`src/rtl/char_io_pkg.sv`:
```
package char_io_pkg;

  typedef enum logic [2:0] {
    SEL_NONE      = 3'd0,
    SEL_KBD_STAT  = 3'd1,
    SEL_KBD_DATA  = 3'd2,
    SEL_DISP_STAT = 3'd3,
    SEL_DISP_DATA = 3'd4
  } rdSel_e;

  typedef struct packed {
    logic   kbdStatWr;
    logic   kbdDataRd;
    logic   dispStatWr;
    logic   dispDataWr;
    rdSel_e rdSel;
  } ioStrobes_t;

endpackage

```
`src/rtl/char_io_ctrl.sv`:
```
module char_io_ctrl
  import char_io_pkg::*;
#(
  parameter int          ADDR_W    = 16,
  parameter logic [15:0] BASE_ADDR = 16'hFE00
) (
  input  logic [ADDR_W-1:0] busAddr,
  input  logic              busRd,
  input  logic              busWr,
  output ioStrobes_t        strobes
);
  localparam logic [ADDR_W-1:0] KBD_STAT_A  = ADDR_W'(BASE_ADDR);
  localparam logic [ADDR_W-1:0] KBD_DATA_A  = ADDR_W'(BASE_ADDR + 16'd2);
  localparam logic [ADDR_W-1:0] DISP_STAT_A = ADDR_W'(BASE_ADDR + 16'd4);
  localparam logic [ADDR_W-1:0] DISP_DATA_A = ADDR_W'(BASE_ADDR + 16'd6);

  logic hitKbdStat, hitKbdData, hitDispStat, hitDispData;

  always_comb begin
    hitKbdStat  = (busAddr == KBD_STAT_A);
    hitKbdData  = (busAddr == KBD_DATA_A);
    hitDispStat = (busAddr == DISP_STAT_A);
    hitDispData = (busAddr == DISP_DATA_A);
  end

  always_comb begin
    strobes.kbdStatWr  = busWr && hitKbdStat;
    strobes.kbdDataRd  = busRd && hitKbdData;
    strobes.dispStatWr = busWr && hitDispStat;
    strobes.dispDataWr = busWr && hitDispData;
    strobes.rdSel      = SEL_NONE;
    if (busRd) begin
      unique case (1'b1)
        hitKbdStat:  strobes.rdSel = SEL_KBD_STAT;
        hitKbdData:  strobes.rdSel = SEL_KBD_DATA;
        hitDispStat: strobes.rdSel = SEL_DISP_STAT;
        hitDispData: strobes.rdSel = SEL_DISP_DATA;
        default:     strobes.rdSel = SEL_NONE;
      endcase
    end
  end

endmodule

```
`src/rtl/char_io_datapath.sv`:
```
module char_io_datapath
  import char_io_pkg::*;
#(
  parameter int DATA_W = 16,
  parameter int CHAR_W = 8
) (
  input  logic              clk,
  input  logic              rstN,
  input  ioStrobes_t        strobes,
  input  logic [DATA_W-1:0] busWdata,
  output logic [DATA_W-1:0] busRdata,
  input  logic              keyStrobe,
  input  logic [CHAR_W-1:0] keyCode,
  input  logic              dispDone,
  output logic [CHAR_W-1:0] dispChar,
  output logic              kbdReady,
  output logic              kbdIe,
  output logic              dispReady,
  output logic              dispIe
);
  localparam int READY_BIT = DATA_W - 1;
  localparam int IE_BIT    = DATA_W - 2;

  logic [CHAR_W-1:0] kbdData;
  logic              unusedWdata;

  assign unusedWdata = ^{busWdata[READY_BIT], busWdata[IE_BIT-1:CHAR_W]};

  // Keyboard: ready doubles as the strike lock
  always_ff @(posedge clk or negedge rstN) begin
    if (!rstN) begin
      kbdReady <= 1'b0;
      kbdData  <= '0;
    end else if (kbdReady) begin
      if (strobes.kbdDataRd) kbdReady <= 1'b0;
    end else if (keyStrobe) begin
      kbdReady <= 1'b1;
      kbdData  <= keyCode;
    end
  end

  // Display: a write is accepted only while idle
  always_ff @(posedge clk or negedge rstN) begin
    if (!rstN) begin
      dispReady <= 1'b1;
      dispChar  <= '0;
    end else if (dispReady) begin
      if (strobes.dispDataWr) begin
        dispReady <= 1'b0;
        dispChar  <= busWdata[CHAR_W-1:0];
      end
    end else if (dispDone) begin
      dispReady <= 1'b1;
    end
  end

  // Software-owned enable bits
  always_ff @(posedge clk or negedge rstN) begin
    if (!rstN) begin
      kbdIe  <= 1'b0;
      dispIe <= 1'b0;
    end else begin
      if (strobes.kbdStatWr)  kbdIe  <= busWdata[IE_BIT];
      if (strobes.dispStatWr) dispIe <= busWdata[IE_BIT];
    end
  end

  always_comb begin
    busRdata = '0;
    unique case (strobes.rdSel)
      SEL_KBD_STAT: begin
        busRdata[READY_BIT] = kbdReady;
        busRdata[IE_BIT]    = kbdIe;
      end
      SEL_KBD_DATA:  busRdata[CHAR_W-1:0] = kbdData;
      SEL_DISP_STAT: begin
        busRdata[READY_BIT] = dispReady;
        busRdata[IE_BIT]    = dispIe;
      end
      SEL_DISP_DATA: busRdata[CHAR_W-1:0] = dispChar;
      default:       busRdata = '0;
    endcase
  end

endmodule

```
`src/rtl/char_io_regs.sv`:
```
module char_io_regs
  import char_io_pkg::*;
#(
  parameter int          ADDR_W    = 16,
  parameter int          DATA_W    = 16,
  parameter int          CHAR_W    = 8,
  parameter logic [15:0] BASE_ADDR = 16'hFE00
) (
  input  logic              clk,
  input  logic              rstN,
  input  logic [ADDR_W-1:0] busAddr,
  input  logic              busRd,
  input  logic              busWr,
  input  logic [DATA_W-1:0] busWdata,
  output logic [DATA_W-1:0] busRdata,
  input  logic              keyStrobe,
  input  logic [CHAR_W-1:0] keyCode,
  output logic              dispValid,
  output logic [CHAR_W-1:0] dispChar,
  input  logic              dispDone,
  output logic              kbdIrq,
  output logic              dispIrq
);
  ioStrobes_t strobes;
  logic kbdReady, kbdIe, dispReady, dispIe;

  char_io_ctrl #(.ADDR_W(ADDR_W), .BASE_ADDR(BASE_ADDR)) u_ctrl (
    .busAddr (busAddr),
    .busRd   (busRd),
    .busWr   (busWr),
    .strobes (strobes)
  );

  char_io_datapath #(.DATA_W(DATA_W), .CHAR_W(CHAR_W)) u_dp (
    .clk       (clk),
    .rstN      (rstN),
    .strobes   (strobes),
    .busWdata  (busWdata),
    .busRdata  (busRdata),
    .keyStrobe (keyStrobe),
    .keyCode   (keyCode),
    .dispDone  (dispDone),
    .dispChar  (dispChar),
    .kbdReady  (kbdReady),
    .kbdIe     (kbdIe),
    .dispReady (dispReady),
    .dispIe    (dispIe)
  );

  assign dispValid = !dispReady;
  assign kbdIrq    = kbdReady && kbdIe;
  assign dispIrq   = dispReady && dispIe;

endmodule

```
`config.mk`:
```
export PLATFORM = sky130hd
export DESIGN_NAME = char_io_regs
export DESIGN_NICKNAME = d
export VERILOG_FILES = /design/src/rtl/char_io_pkg.sv /design/src/rtl/char_io_ctrl.sv /design/src/rtl/char_io_datapath.sv /design/src/rtl/char_io_regs.sv
export SDC_FILE = /design/constraint.sdc
export NUM_CORES = 1
export LEC_CHECK = 0
export BUFFER_PORTS_ARGS = -buffer_cell sky130_fd_sc_hd__buf_2
export CAP_MARGIN = 20
export CORE_MARGIN = 2
export CORE_UTILIZATION = 40
export CTS_CLUSTER_DIAMETER = 60
export DETAILED_ROUTE_END_ITERATION = 10
export GPL_ROUTABILITY_DRIVEN = 0
export PLACE_DENSITY_LB_ADDON = 0.08
export SYNTH_ARGS = -nofsm -noshare
export SYNTH_HDL_FRONTEND = slang
export SYNTH_SLANG_ARGS = --single-unit
```
`constraint.sdc`:
```
create_clock -name clk -period 4.2 [get_ports clk]
set_input_delay 0.42 -clock clk [delete_from_list [all_inputs] [get_ports clk]]
set_output_delay 0.42 -clock clk [all_outputs]
set_load 0.02 [all_outputs]
```
==> run metrics <==
kind of cell adding the most delay to the critical path simple AND/OR/NAND/NOR gates; met2 usage 0.2756; post-synthesis sequential area ratio 0.4583; simple-gate area share of the yosys netlist 0.1966; # Post-CTS Setup Buffers 0; Fin Setup TNS 0 ns; post-synthesis cell count 95; Most Crowded Layer GR met2; Post-Synth XOR/XNOR Area 0; f_max ~450 MHz; initial core utilization 0.4302; Pwr Density between 200 and 300 nW/um^2; CTS tree yes; shortest period the worst path allows about 2.2 ns; vias in the first global route 886; height of the die roughly 56 um; synth warn 0; Die X 56.32 um; H-tree Lvls 1; top cell type's share of synthesized area 0.4343; maximum VDD drop between 0.2 and 0.3 mV; share of layout cells above drive strength 1 0.5584; Slowest-stage cell, CP or4_4; compound-gate portion of the synthesized area 0.01257; FP Rows 18; dominant cells by area after synthesis dfrtp_1 (43%), mux2_2 (19%), mux2i_1 (8.2%); kind of critical path primary input to primary output; DR iter-0 viols 3; status finished clean; Startpoint Class primary input; CP Launch Point busAddr[0]; DP HPWL between 1.5 and 2 mm; fin. max-slew vios 0; total CTS buffers 3; most frequent CP cell buf_2; Worst Clk Skew around 0.0089 ns; IO Pins between 70 and 80; met1 Resource Use GR 0.1810; clock transition at the registers of the reported paths about 0.11 ns; max cap viols 0; Least-Margin Pin Slew between 0.8 and 0.9 ns; area leader, netlist dfrtp_1; Avg Cell Area, Syn ~12 um^2; Remaining DRCs 0; port bufs between 50 and 60; first-pass GRT wire length roughly 3.9 mm; fillers 241; area grow syn2layout 29.60%; worst-path maximum fanout 9; max incr delay on CP 0.60 ns; hold crit path type primary input to async pin; Core ar. 2545 um^2; Mapped Area between 1000 and 1500 um^2; worst path buffer plus inverter count 2; worst r2r src u_dp.dispReady; router iterations before antenna repair 4; total gr overflow 0; critical path endpoint category primary output; area share of fa/ha/maj cells after synthesis 0; P_leak 0.7702 nW; Hold Buf Count CTS 0; worst path cell trace buf_2, and4bb_1, nand2_1, or4_4, nor2_1, buf_2; Internal 0.2800 mW; Antenna Cells 0; Critical Path RT approximately 3.8 ns; die area roughly 3200 um^2; Final Routed Wirelength between 2 and 2.5 mm; Total GRT Usage 0.1550; largest family of logic cells by synthesized area multiplexers; largest net degree at the start of global routing 21; Tcrit/Tclk final 0.5277; R2R depth 3; Antenna Nets Post-Route 0; Sequential Power Share 0.569; clk_lat worst skew about 0.30 ns; via/cell ratio around 4.8; Net Switching around 0.08 mW; Sw Ratio 0.2251; Worst R2R Setup Slack approximately 2.6 ns; total number of vias approximately 890; post-synthesis mux area share 0.2674; crit path DAT ~1.8 ns; final core occ 0.5575; clock root cell clkbuf_4; drt wl/cell 12.26 um; CTS resizes 0; final setup fails 0; antenna violations before repair 0; Comb power frac 0.133; Critical R2R Capture u_dp.dispChar[5]; Max Buffers Root-to-Sink 2; GR Util met3 0.05991; clock share of power 0.299; CTS sink count 20; RSZ-0062 raised after global routing false; NumNets Final 201; relative slew slack 0.4583; final number of hold-violating endpoints 0; register bit total from synthesis 20; Synth cell types 29
-- placed cells by master (no fill, tap or decap) --
cell type,synthesis,routed
nor3_1,1,1
nand2b_1,2,2
mux2i_1,9,9
nor3_4,1,1
and2_1,2,2
or4_1,1,1
mux2_2,18,18
clkbuf_8,0,1
nand2_1,5,5
dfstp_2,1,1
and4bb_1,1,1
conb_1,1,6
clkbuf_4,0,3
nor4b_1,1,1
nor3b_4,1,1
buf_2,0,59
inv_1,1,1
and4b_1,1,1
dfrtp_1,19,19
or2_2,1,1
nand4_1,1,1
nor2b_1,1,1
a21oi_1,1,1
nor2_1,12,12
o22a_1,1,1
nor3b_1,1,1
nand3_1,2,2
or4_4,1,1
-- layout make-up --
class | instances | area [um^2] | area share
Clock buffer | 4 | 36.28 | 0.02557
Inverter | 1 | 3.754 | 0.002646
Sequential cell | 20 | 501.7 | 0.3536
Multi-Input combinational cell | 70 | 544.3 | 0.3836
Tap cell | 30 | 37.54 | 0.02646
Timing Repair Buffer | 59 | 295.3 | 0.2081
-- stage by stage --
stage          cells  hold WS, ns  setup WS, ns  instance area [um^2]  power (mW)
5_1_grt          184      0.05232         1.881                  1419      0.3852
2_1_floorplan    100       0.1244         2.068                  1114      0.2368
6_report         184      0.04286         1.984                  1419      0.3613
3_5_place_dp     180       0.3880         1.963                  1383      0.2578
3_3_place_gp     180       0.3873         1.975                  1383      0.2560
4_1_cts          184      0.04706         1.962                  1419      0.3682
-- kinds of logic after synthesis --
group / Yosys count
AOI/OAI and AO/OA: 2
buffers and inverters: 10
DFF: 20
other: 1
and+or+nand+nor: 35
muxes: 27
-- layer usage --
metal / wire, um / vias up / part of all wire
met5: 0 / - / 0
met4: 7 / 0 / 0.0031
met3: 179 / 2 / 0.079
met2: 1139 / 38 / 0.50
met1: 929 / 411 / 0.41
li1: - / 436 / -
-- cell usage after synthesis --
master	count
nor3b_1	1
buf_1	1
conb_1	1
or4_1	1
nand2b_1	2
nand3_1	2
dfrtp_1	19
or2_2	1
nor2_1	12
or4_4	1
nor3_4	1
o22a_1	1
and4bb_1	1
and2_1	2
nand2_1	5
mux2i_1	9
buf_4	6
clkbuf_1	1
nand4_1	1
inv_1	1
dfstp_2	1
nor2b_1	1
nor3b_4	1
nor4b_1	1
and4b_1	1
a21oi_1	1
mux2_2	18
nor3_1	1
buf_6	1
-- state kept, by name (all words and copies together) (netlist names) --
| register | cells |
|---|---|
| u_dp.dispChar | 8 |
| u_dp.kbdReady | 1 |
| u_dp.kbdData | 8 |
| u_dp.kbdIe | 1 |
| u_dp.dispIe | 1 |
| u_dp.dispReady | 1 |
-- power groups by stage --
stage	Combinational, mW	Sequential, mW	Clock (mW)
2_1_floorplan	0.0285	0.208	0
3_3_place_gp	0.0471	0.209	0
3_5_place_dp	0.0485	0.209	0
4_1_cts	0.0486	0.205	0.114
5_1_grt	0.0532	0.207	0.125
6_report	0.0479	0.205	0.108
-- how the worst max path moves through the flow --
| stage | endpoint | slack, ns | cells past startpoint |
|---|---|---|---|
| after detailed placement | busRdata[2] | 1.96 | 6 |
| after global placement | busRdata[4] | 1.98 | 6 |
| after global routing | busRdata[3] | 1.88 | 6 |
| after CTS | busRdata[2] | 1.96 | 6 |
| final | busRdata[2] | 1.98 | 6 |
| after floorplan | busRdata[0] | 2.07 | 5 |
Power figures use the tool's default switching activity.
